[config.mk]
export PLATFORM = sky130hd
export DESIGN_NAME = mc_bank_logger
export DESIGN_NICKNAME = d
export VERILOG_FILES = /design/src/rtl/mcb_pkg.sv /design/src/rtl/mcb_globals.sv /design/src/rtl/mcb_bank_array.sv /design/src/rtl/mcb_classify.sv /design/src/rtl/mc_bank_logger.sv
export SDC_FILE = /design/constraint.sdc
export NUM_CORES = 2
export LEC_CHECK = 0
export ABC_CLOCK_PERIOD_IN_PS = 3800
export BUFFER_PORTS_ARGS = -buffer_cell sky130_fd_sc_hd__buf_2
export CAP_MARGIN = 40
export CORE_MARGIN = 8
export CORE_UTILIZATION = 60
export CTS_CLUSTER_DIAMETER = 40
export DETAILED_ROUTE_END_ITERATION = 6
export PLACE_DENSITY_LB_ADDON = 0.1
export SYNTH_ARGS = -nofsm -noshare
export SYNTH_HDL_FRONTEND = slang
export SYNTH_SLANG_ARGS = --single-unit
[constraint.sdc]
create_clock -name clk_i -period 3.8 [get_ports clk_i]
set_clock_uncertainty 0.1 [all_clocks]
set_input_delay 0.76 -clock clk_i [delete_from_list [all_inputs] [get_ports clk_i]]
set_output_delay 0.76 -clock clk_i [all_outputs]
set_load 0.005 [all_outputs]
[src/rtl/mcb_pkg.sv]
package mcb_pkg;
  localparam int DW        = 64;
  localparam int BIDX_W    = 8;
  localparam int ST_VAL    = 63;
  localparam int ST_OVER   = 62;
  localparam int ST_UC     = 61;
  localparam int ST_AR     = 55;
  localparam int GS_INPROG = 2;
  localparam int CAP_CTLP  = 8;

  typedef enum logic [2:0] {
    RSN_OK     = 3'd0,
    RSN_UNSUP  = 3'd1,
    RSN_BANK   = 3'd2,
    RSN_STAT   = 3'd3,
    RSN_DROP   = 3'd4,
    RSN_MASKED = 3'd5,
    RSN_ESCAL  = 3'd6,
    RSN_KEPT   = 3'd7
  } reason_e;

  typedef enum logic [2:0] {
    SEL_CAP   = 3'd0,
    SEL_GCTL  = 3'd1,
    SEL_GSTAT = 3'd2,
    SEL_BCTL  = 3'd3,
    SEL_BSTAT = 3'd4,
    SEL_BADDR = 3'd5,
    SEL_BMISC = 3'd6
  } sel_e;

  typedef struct packed {
    logic [BIDX_W-1:0] bank;
    logic [DW-1:0]     status;
    logic [DW-1:0]     gstat;
    logic [DW-1:0]     addr;
    logic [DW-1:0]     misc;
    logic              uncond;
  } req_t;

  typedef struct packed {
    logic          wr_stat;
    logic          wr_am;
    logic          wr_gstat;
    logic          irq;
    logic          rst;
    logic [DW-1:0] new_stat;
    reason_e       reason;
  } act_t;
endpackage

[src/rtl/mcb_globals.sv]
module mcb_globals
  import mcb_pkg::*;
#(
  parameter int NUM_BANKS    = 4,
  parameter int CAP_CTLP_RST = 1
) (
  input  logic          clk_i,
  input  logic          rst_ni,
  input  logic          sw_we_i,
  input  logic [2:0]    sw_sel_i,
  input  logic [DW-1:0] sw_data_i,
  input  logic          log_gstat_we_i,
  input  logic [DW-1:0] log_gstat_i,
  output logic [DW-1:0] cap_o,
  output logic [DW-1:0] gctl_o,
  output logic [DW-1:0] gstat_o
);
  localparam logic [DW-1:0] CAP_RST =
    DW'(NUM_BANKS) | (DW'(CAP_CTLP_RST) << CAP_CTLP);

  always_ff @(posedge clk_i or negedge rst_ni) begin
    if (!rst_ni) begin
      cap_o   <= CAP_RST;
      gctl_o  <= '0;
      gstat_o <= '0;
    end else begin
      if (sw_we_i && sw_sel_i == SEL_CAP)  cap_o  <= sw_data_i;
      if (sw_we_i && sw_sel_i == SEL_GCTL) gctl_o <= sw_data_i;
      // logger update wins over a same-edge software write
      if (log_gstat_we_i)                          gstat_o <= log_gstat_i;
      else if (sw_we_i && sw_sel_i == SEL_GSTAT)   gstat_o <= sw_data_i;
    end
  end
endmodule

[src/rtl/mcb_bank_array.sv]
module mcb_bank_array
  import mcb_pkg::*;
#(
  parameter int NUM_BANKS = 4
) (
  input  logic              clk_i,
  input  logic              rst_ni,
  input  logic              sw_we_i,
  input  logic [2:0]        sw_sel_i,
  input  logic [BIDX_W-1:0] sw_bank_i,
  input  logic [DW-1:0]     sw_data_i,
  input  logic [BIDX_W-1:0] log_bank_i,
  input  logic              log_stat_we_i,
  input  logic [DW-1:0]     log_stat_i,
  input  logic              log_am_we_i,
  input  logic [DW-1:0]     log_addr_i,
  input  logic [DW-1:0]     log_misc_i,
  output logic [DW-1:0]     ctl_o  [NUM_BANKS],
  output logic [DW-1:0]     stat_o [NUM_BANKS],
  output logic [DW-1:0]     addr_o [NUM_BANKS],
  output logic [DW-1:0]     misc_o [NUM_BANKS]
);
  for (genvar b = 0; b < NUM_BANKS; b++) begin : g_bank
    logic sw_hit, log_hit;
    assign sw_hit  = sw_we_i && (int'(sw_bank_i) == b);
    assign log_hit = (int'(log_bank_i) == b);

    always_ff @(posedge clk_i or negedge rst_ni) begin
      if (!rst_ni) begin
        ctl_o[b]  <= '0;
        stat_o[b] <= '0;
        addr_o[b] <= '0;
        misc_o[b] <= '0;
      end else begin
        if (sw_hit && sw_sel_i == SEL_BCTL) ctl_o[b] <= sw_data_i;

        if (log_hit && log_stat_we_i)              stat_o[b] <= log_stat_i;
        else if (sw_hit && sw_sel_i == SEL_BSTAT)  stat_o[b] <= sw_data_i;

        if (log_hit && log_am_we_i)                addr_o[b] <= log_addr_i;
        else if (sw_hit && sw_sel_i == SEL_BADDR)  addr_o[b] <= sw_data_i;

        if (log_hit && log_am_we_i)                misc_o[b] <= log_misc_i;
        else if (sw_hit && sw_sel_i == SEL_BMISC)  misc_o[b] <= sw_data_i;
      end
    end
  end
endmodule

[src/rtl/mcb_classify.sv]
module mcb_classify
  import mcb_pkg::*;
#(
  parameter int NUM_BANKS = 4
) (
  input  req_t          req_i,
  input  logic [DW-1:0] cap_i,
  input  logic [DW-1:0] gctl_i,
  input  logic [DW-1:0] gstat_i,
  input  logic [DW-1:0] bctl_i,
  input  logic [DW-1:0] bstat_i,
  input  logic          mc_en_i,
  output act_t          act_o
);
  localparam logic [DW-1:0] OVER_M = DW'(1) << ST_OVER;

  logic [DW-1:0] over_if_valid;
  logic          uc_masked;

  assign over_if_valid = bstat_i[ST_VAL] ? OVER_M : '0;
  assign uc_masked     = (cap_i[CAP_CTLP] && (gctl_i != '1)) || (bctl_i != '1);

  always_comb begin
    act_o        = '0;
    act_o.reason = RSN_OK;
    if (cap_i == '0) begin
      act_o.reason = RSN_UNSUP;
    end else if ((req_i.bank >= cap_i[BIDX_W-1:0]) || (int'(req_i.bank) >= NUM_BANKS)) begin
      act_o.reason = RSN_BANK;
    end else if (!req_i.status[ST_VAL]) begin
      act_o.reason = RSN_STAT;
    end else if (!req_i.uncond && !req_i.status[ST_AR] && gstat_i[GS_INPROG]) begin
      act_o.reason = RSN_DROP;
    end else if (req_i.status[ST_UC]) begin
      if (uc_masked) begin
        act_o.reason = RSN_MASKED;
      end else if (gstat_i[GS_INPROG] || !mc_en_i) begin
        act_o.reason = RSN_ESCAL;
        act_o.rst    = 1'b1;
      end else begin
        act_o.wr_stat  = 1'b1;
        act_o.wr_am    = 1'b1;
        act_o.wr_gstat = 1'b1;
        act_o.irq      = 1'b1;
        act_o.new_stat = req_i.status | over_if_valid;
      end
    end else if (!bstat_i[ST_VAL] || !bstat_i[ST_UC]) begin
      act_o.wr_stat  = 1'b1;
      act_o.wr_am    = 1'b1;
      act_o.new_stat = req_i.status | over_if_valid;
    end else begin
      // keep the uncorrected entry, only flag the lost event
      act_o.reason   = RSN_KEPT;
      act_o.wr_stat  = 1'b1;
      act_o.new_stat = bstat_i | OVER_M;
    end
  end
endmodule

[src/rtl/mc_bank_logger.sv]
module mc_bank_logger
  import mcb_pkg::*;
#(
  parameter int NUM_BANKS    = 4,
  parameter int CAP_CTLP_RST = 1
) (
  input  logic              clk_i,
  input  logic              rst_ni,
  input  logic              inj_valid_i,
  output logic              ready_o,
  input  logic [BIDX_W-1:0] inj_bank_i,
  input  logic [DW-1:0]     inj_status_i,
  input  logic [DW-1:0]     inj_gstat_i,
  input  logic [DW-1:0]     inj_addr_i,
  input  logic [DW-1:0]     inj_misc_i,
  input  logic              inj_uncond_i,
  input  logic              mc_enable_i,
  input  logic              wr_en_i,
  input  logic [2:0]        wr_sel_i,
  input  logic [BIDX_W-1:0] wr_bank_i,
  input  logic [DW-1:0]     wr_data_i,
  input  logic [2:0]        rd_sel_i,
  input  logic [BIDX_W-1:0] rd_bank_i,
  output logic [DW-1:0]     rd_data_o,
  output logic              done_o,
  output logic [2:0]        reason_o,
  output logic              mc_irq_o,
  output logic              reset_req_o
);
  logic          busy_q;
  req_t          req_q;
  act_t          act;
  logic          accept;
  logic [DW-1:0] cap, gctl, gstat;
  logic [DW-1:0] b_ctl  [NUM_BANKS];
  logic [DW-1:0] b_stat [NUM_BANKS];
  logic [DW-1:0] b_addr [NUM_BANKS];
  logic [DW-1:0] b_misc [NUM_BANKS];
  logic [DW-1:0] sel_ctl, sel_stat;
  logic [DW-1:0] rd_ctl, rd_stat, rd_addr, rd_misc;

  assign ready_o = !busy_q;
  assign accept  = inj_valid_i && !busy_q;

  always_ff @(posedge clk_i or negedge rst_ni) begin
    if (!rst_ni) begin
      busy_q      <= 1'b0;
      req_q       <= '0;
      done_o      <= 1'b0;
      reason_o    <= 3'd0;
      mc_irq_o    <= 1'b0;
      reset_req_o <= 1'b0;
    end else begin
      done_o      <= busy_q;
      mc_irq_o    <= busy_q && act.irq;
      reset_req_o <= busy_q && act.rst;
      if (busy_q) reason_o <= act.reason;
      if (accept) begin
        busy_q <= 1'b1;
        req_q  <= '{bank: inj_bank_i, status: inj_status_i, gstat: inj_gstat_i,
                    addr: inj_addr_i, misc: inj_misc_i, uncond: inj_uncond_i};
      end else begin
        busy_q <= 1'b0;
      end
    end
  end

  // bank views for the request and for the read port
  always_comb begin
    sel_ctl  = '0;
    sel_stat = '0;
    rd_ctl   = '0;
    rd_stat  = '0;
    rd_addr  = '0;
    rd_misc  = '0;
    for (int b = 0; b < NUM_BANKS; b++) begin
      if (int'(req_q.bank) == b) begin
        sel_ctl  = b_ctl[b];
        sel_stat = b_stat[b];
      end
      if (int'(rd_bank_i) == b) begin
        rd_ctl  = b_ctl[b];
        rd_stat = b_stat[b];
        rd_addr = b_addr[b];
        rd_misc = b_misc[b];
      end
    end
  end

  always_comb begin
    case (rd_sel_i)
      SEL_CAP:   rd_data_o = cap;
      SEL_GCTL:  rd_data_o = gctl;
      SEL_GSTAT: rd_data_o = gstat;
      SEL_BCTL:  rd_data_o = rd_ctl;
      SEL_BSTAT: rd_data_o = rd_stat;
      SEL_BADDR: rd_data_o = rd_addr;
      SEL_BMISC: rd_data_o = rd_misc;
      default:   rd_data_o = '0;
    endcase
  end

  mcb_classify #(.NUM_BANKS(NUM_BANKS)) u_classify (
    .req_i   (req_q),
    .cap_i   (cap),
    .gctl_i  (gctl),
    .gstat_i (gstat),
    .bctl_i  (sel_ctl),
    .bstat_i (sel_stat),
    .mc_en_i (mc_enable_i),
    .act_o   (act)
  );

  mcb_globals #(.NUM_BANKS(NUM_BANKS), .CAP_CTLP_RST(CAP_CTLP_RST)) u_globals (
    .clk_i          (clk_i),
    .rst_ni         (rst_ni),
    .sw_we_i        (wr_en_i),
    .sw_sel_i       (wr_sel_i),
    .sw_data_i      (wr_data_i),
    .log_gstat_we_i (busy_q && act.wr_gstat),
    .log_gstat_i    (req_q.gstat),
    .cap_o          (cap),
    .gctl_o         (gctl),
    .gstat_o        (gstat)
  );

  mcb_bank_array #(.NUM_BANKS(NUM_BANKS)) u_banks (
    .clk_i         (clk_i),
    .rst_ni        (rst_ni),
    .sw_we_i       (wr_en_i),
    .sw_sel_i      (wr_sel_i),
    .sw_bank_i     (wr_bank_i),
    .sw_data_i     (wr_data_i),
    .log_bank_i    (req_q.bank),
    .log_stat_we_i (busy_q && act.wr_stat),
    .log_stat_i    (act.new_stat),
    .log_am_we_i   (busy_q && act.wr_am),
    .log_addr_i    (req_q.addr),
    .log_misc_i    (req_q.misc),
    .ctl_o         (b_ctl),
    .stat_o        (b_stat),
    .addr_o        (b_addr),
    .misc_o        (b_misc)
  );
endmodule

# ---- Word level (Yosys, flattened, before mapping)
# Cells that the tools add are included.
dict set report word_totals {
  reg_bits 1488
  inputBits 356
  out_inout_bits 71
}
dict set report op_classes {
  n_lt_le_gt_ge 2
  eq_ne 23
  muxes 73
  bitwise_logic 1
  reduce_logical 69
}
# operator count
set op_table {}
lappend op_table {{$mux 64} 52}
lappend op_table {{$pmux 64 s7} 1}
lappend op_table {{$mux 69} 5}
lappend op_table {{$ne 64x64->1 const B} 2}
lappend op_table {{$mux 67} 1}
lappend op_table {{$logic_not 64->1} 1}
lappend op_table {{$or 64x64->64} 1}
lappend op_table {{$mux 63} 1}
lappend op_table {{$eq 8x3->1 const B} 6}
lappend op_table {{$logic_and 1x1->1} 40}
lappend op_table {{$reduce_bool 2->1} 13}
lappend op_table {{$eq 8x2->1 const B} 3}
lappend op_table {{$logic_not 8->1} 3}
lappend op_table {{$mux 3} 8}
lappend op_table {{$eq 3x3->1 const B} 6}
lappend op_table {{$eq 3x2->1 const B} 4}
lappend op_table {{$ge 8x3->1 const B} 1}
lappend op_table {{$ge 8x8->1} 1}
lappend op_table {{$eq 3x1->1 const B} 2}
lappend op_table {{$logic_not 1->1} 6}
lappend op_table {{$logic_not 3->1} 2}
lappend op_table {{$logic_or 1x1->1} 4}
lappend op_table {{$mux 4} 1}
lappend op_table {{$mux 1} 3}
lappend op_table {{$mux 2} 1}

# ---- Longest topological paths before layout
dict set report depth {
  word_depth 17
  mapped_depth 12
  mapped_depth_nobuf 9
}

# ---- By module
# From an unflattened synthesis, not the netlist that was laid out.
dict set report hier_totals {
  cells_unflattened 6646
  area_unflattened_um2 77322.9
}
# module n_inst cells_per_inst area_each_um2 seq_area_each_um2
set modules_own_cells {}
lappend modules_own_cells {mcb_bank_array 1 4198 43850.8 25624.6}
lappend modules_own_cells {mc_bank_logger 1 1729 23566.4 6806.5}
lappend modules_own_cells {mcb_globals 1 479 8071.5 4807.1}
lappend modules_own_cells {mcb_classify 1 240 1834.3 0.0}

# ---- Worst setup path after synthesis
# No wires, ideal clock.
dict set report synth_timing {
  kind {input-to-output}
  from {input rd_sel_i[1]}
  to {output rd_data_o[11]}
  arrival_ns 2.849
  required_ns 2.940
  setup_slack_ns 0.091
  path_stages 8
  n_path_buf 4
  path_cell_list {clkbuf_1 > buf_1 > buf_1 > buf_1 > mux2i_1 > nor2_1 > a21oi_1 > o221ai_1}
}
dict set report synth_via {
  elab_chain_cells 2
  elab_cells_between_ends 8
  cone_classes {6 x eq/ne; 1 x mux; 1 x reduce/logical}
}
# item line_no
set synth_lines {}
lappend synth_lines {{start, declared} mc_bank_logger.sv:22} ;# input logic [2:0] rd_sel_i,
lappend synth_lines {{$eq 3x3->1 (tied with other cells)} mc_bank_logger.sv:91} ;# case (rd_sel_i)
lappend synth_lines {{$pmux 64 s7 (*)} mc_bank_logger.sv:91}
lappend synth_lines {{end, declared} mc_bank_logger.sv:24} ;# output logic [DW-1:0] rd_data_o,
# Every way passes the cells marked *; elsewhere a longest branch is shown, timed or not.

# ---- Worst setup path after layout
dict set report layout_timing {
  from {input rd_bank_i[6]}
  to {output rd_data_o[33]}
}
dict set report layout_via {
  elab_chain_cells 6
  elab_cells_between_ends 21
  cone_classes {3 x eq/ne; 17 x mux; 1 x reduce/logical}
}
# item line_no
set layout_lines {}
lappend layout_lines {{start, declared} mc_bank_logger.sv:23} ;# input logic [BIDX_W-1:0] rd_bank_i,
lappend layout_lines {{$logic_not 8->1} mc_bank_logger.sv:81} ;# if (int'(rd_bank_i) == b) begin
lappend layout_lines {{$mux 64 (4 in a row)} mc_bank_logger.sv:81}
lappend layout_lines {{$pmux 64 s7 (*)} mc_bank_logger.sv:91}
# Marks and branches as above.

==> flow_summary.json <==
{
  "drive_above_1_share_pct": 38.20,
  "p_total_mw": 42.31,
  "status": "finished, violations left",
  "post-route-period-util_pct": 105.1,
  "nets": 7311,
  "num_rows": 132,
  "crit_required_ns": 2.94,
  "grt_setup_unrepaired": "true",
  "timing.final.ws_setup_ns": -0.1922,
  "grt_overflow": 0,
  "synth_edf_count": 0,
  "fillers": 8873,
  "setup_viol": 64,
  "synth_area_leaders": "dfrtp_1 (48%), mux2_2 (17%), mux2i_1 (8.7%)",
  "clk_pin_slew_ns": 0.06,
  "cts_max_level": 4,
  "synth_top_area_cell": "dfrtp_1",
  "grt_use_total_pct": 41.83,
  "start_util_pct": 60.23,
  "hold_path.class": "in2reg",
  "core_um2": 129200,
  "die_area_um2": 141400,
  "holdWs_ns": 0.05921,
  "gp_congestion": 0.9822,
  "slew_headroom_pct": 38.86,
  "syn_area_per_cell_um2": 12.04,
  "start_kind": "primary input",
  "tns_ns": -7.725,
  "syn_area_um2": 77790,
  "dp.cells": 8437,
  "firstDrtPassIters": 6,
  "max-clock-path-buffers": 3,
  "mostFrequentLayoutCell": "dfrtp_1",
  "die_x_um": 376.1,
  "placed_area_um2": 85420,
  "drt-total-wl_mm": 303.7,
  "synth-seq-area-share_pct": 47.87,
  "dieHeight_um": 376.1,
  "leakagePower_nw": 44.34,
  "cts_tree": "done",
  "clock-root-buffer": "clkbuf_16",
  "antenna_found_initial": 16,
  "stdcell_count": 8873,
  "ys_ff_latch": 1488,
  "fin_util_pct": 73.37,
  "stdcell_area_um2": 94760,
  "grt_pass1_vias": 63510,
  "critPathKind": "in2out",
  "hpwl_mm": 208.8,
  "drc": 0,
  "maxCapViolCount": 0,
  "clock_sinks": 1488,
  "grt_first_pass_wirelength_mm": 440.9,
  "worst_pin_slew_ns": 0.9121,
  "vias": 62938,
  "min_period_ns": 3.992,
  "finalHoldViolCount": 0,
  "ys_warn_count": 0,
  "violations": "setup timing",
  "wl_per_cell_um": 34.23,
  "cts_buffers": 205,
  "drtIter0Drc": 7183,
  "synthDistinctLibCells": 53,
  "pre_cts_slack_ns": -0.2326,
  "io_pins": 427,
  "syn_inst": 6463,
  "grt_max_degree": 130,
  "fmaxAchievable_mhz": 250.5,
  "synth_top_flop_cell": "dfrtp_1",
  "syn2layout_area_growth_pct": 21.81,
  "arrival_ns": 3.13,
  "synth_top_cell_area_share_pct": 47.80,
  "portBuffers": 426,
  "final_cell_mix": "dfrtp_1 (1484), mux2_2 (1203), mux2i_1 (677), mux2_1 (480), buf_2 (401)",
  "critPathCaptureType": "primary output",
  "syn-num-nets": 6827,
  "insertion_delay_ns": 0.83,
  "drv_slew": 0,
  "crit_fanout": 8,
  "irDropWorstVdd_mv": 0.4052,
  "powerDensity_nw_per_um2": 446.5,
  "ys_async_sr_fraction_pct": 100.0,
  "ant_nets": 0,
  "via_per_inst": 7.093
}
## final cells by class
| cell class | instances | area [um^2] | share of cell area (%) |
|---|---|---|---|
| inverter | 14 | 52.55 | 0.05546 |
| antenna | 16 | 40.04 | 0.04225 |
| timing repair buffer | 934 | 8895 | 9.386 |
| clock inverter | 124 | 1587 | 1.674 |
| multi-input combinational | 4304 | 39150 | 41.31 |
| clock buffer | 251 | 5618 | 5.928 |
| sequential | 1488 | 37240 | 39.30 |
| tap | 1742 | 2180 | 2.300 |
## synthesized netlist by cell type (34+ instances only)
| master | instances |
|---|---|
| a21oi_1 | 244 |
| nand4_1 | 134 |
| nor4_1 | 114 |
| or3_1 | 34 |
| mux2i_1 | 677 |
| buf_1 | 57 |
| dfrtp_1 | 1486 |
| a221oi_1 | 96 |
| o211ai_1 | 66 |
| mux2_2 | 1203 |
| a22o_1 | 97 |
| mux2_1 | 480 |
| clkbuf_1 | 518 |
| nor2_1 | 144 |
| o22ai_1 | 66 |
| a22oi_1 | 380 |
| buf_2 | 68 |
| o21ai_0 | 180 |
| nand2_1 | 198 |
## power by group
group | total (mW) | internal, mW | switching [mW]
registers | 18.0 | 16.8 | 1.21
clock network | 20.2 | 12.5 | 7.67
logic | 4.07 | 1.64 | 2.43
## layer usage
layer	routed length, um	share of wire (%)	track usage [%]	vias to the layer above
li1	-	-	-	25499
met1	117600	39	55.69	32114
met2	126500	42	59.02	4239
met3	39390	13	15.38	1078
met4	20140	6.6	23.44	8
met5	47	0.015	0	-
## final timing paths
check | startpoint | slack [ns] | cells past startpoint | to
setup / recovery | rd_bank_i[6] | -0.19 | 11 | rd_data_o[33]
hold / removal | inj_misc_i[18] | 0.06 | 2 | req_q[19]$_DFFE_PN0P_
setup reg to reg | u_globals.gctl_o[11]$_DFFE_PN0P_ | 0 | 11 | u_banks.addr_o[35]$_DFFE_PN0P_
hold reg to reg | req_q[202]$_DFFE_PN0P_ | 0.41 | 1 | req_q[202]$_DFFE_PN0P_
max in group asynchronous | rst_ni | 1.99 | 3 | u_globals.cap_o[48]$_DFFE_PN0P_
min in group asynchronous | rst_ni | 0.42 | 2 | u_banks.ctl_o[10]$_DFFE_PN0P_
## cell families (layout without fill, tap and decap cells)
group,Yosys count,in the layout,share of synthesized area (%)
other,0,16,0
multiplexers,2361,2361,33.10
flip-flops,1488,1488,47.87
AND/OR/NAND/NOR,688,688,4.452
buffers and inverters,671,1323,3.468
adder cells (fa/ha/maj),8,8,0.1287
AO/OA/AOI/OAI,1247,1247,10.98
## sequential cells by signal (all words and copies together) (netlist names)
signal and flops:
done_o 1, u_banks.ctl_o 256, reset_req_o 1, u_banks.misc_o 256, busy_q 1, mc_irq_o 1, u_globals.cap_o 64, reason_o 3
u_banks.addr_o 256, u_globals.gstat_o 64, u_banks.stat_o 256, u_globals.gctl_o 64, req_q 265
## timing repair
action,CTS,global route
cloned,13,5
pin swaps,27,41
hold endpoints to repair,53,0
setup endpoints to repair,64,112
gates resized for setup,196,78
setup buffers,20,15
hold buffers,1,0
## critical path, stage by stage
cell and delay, ns:
buf_6 0.09, or4_4 0.61, buf_6 0.16, nor2_4 0.20
nand2_2 0.10, nor2_4 0.18, buf_12 0.16, buf_16 0.19
a31oi_1 0.10, or3_4 0.44, buf_6 0.13
Note: power is estimated with default switching activity, not from simulation.
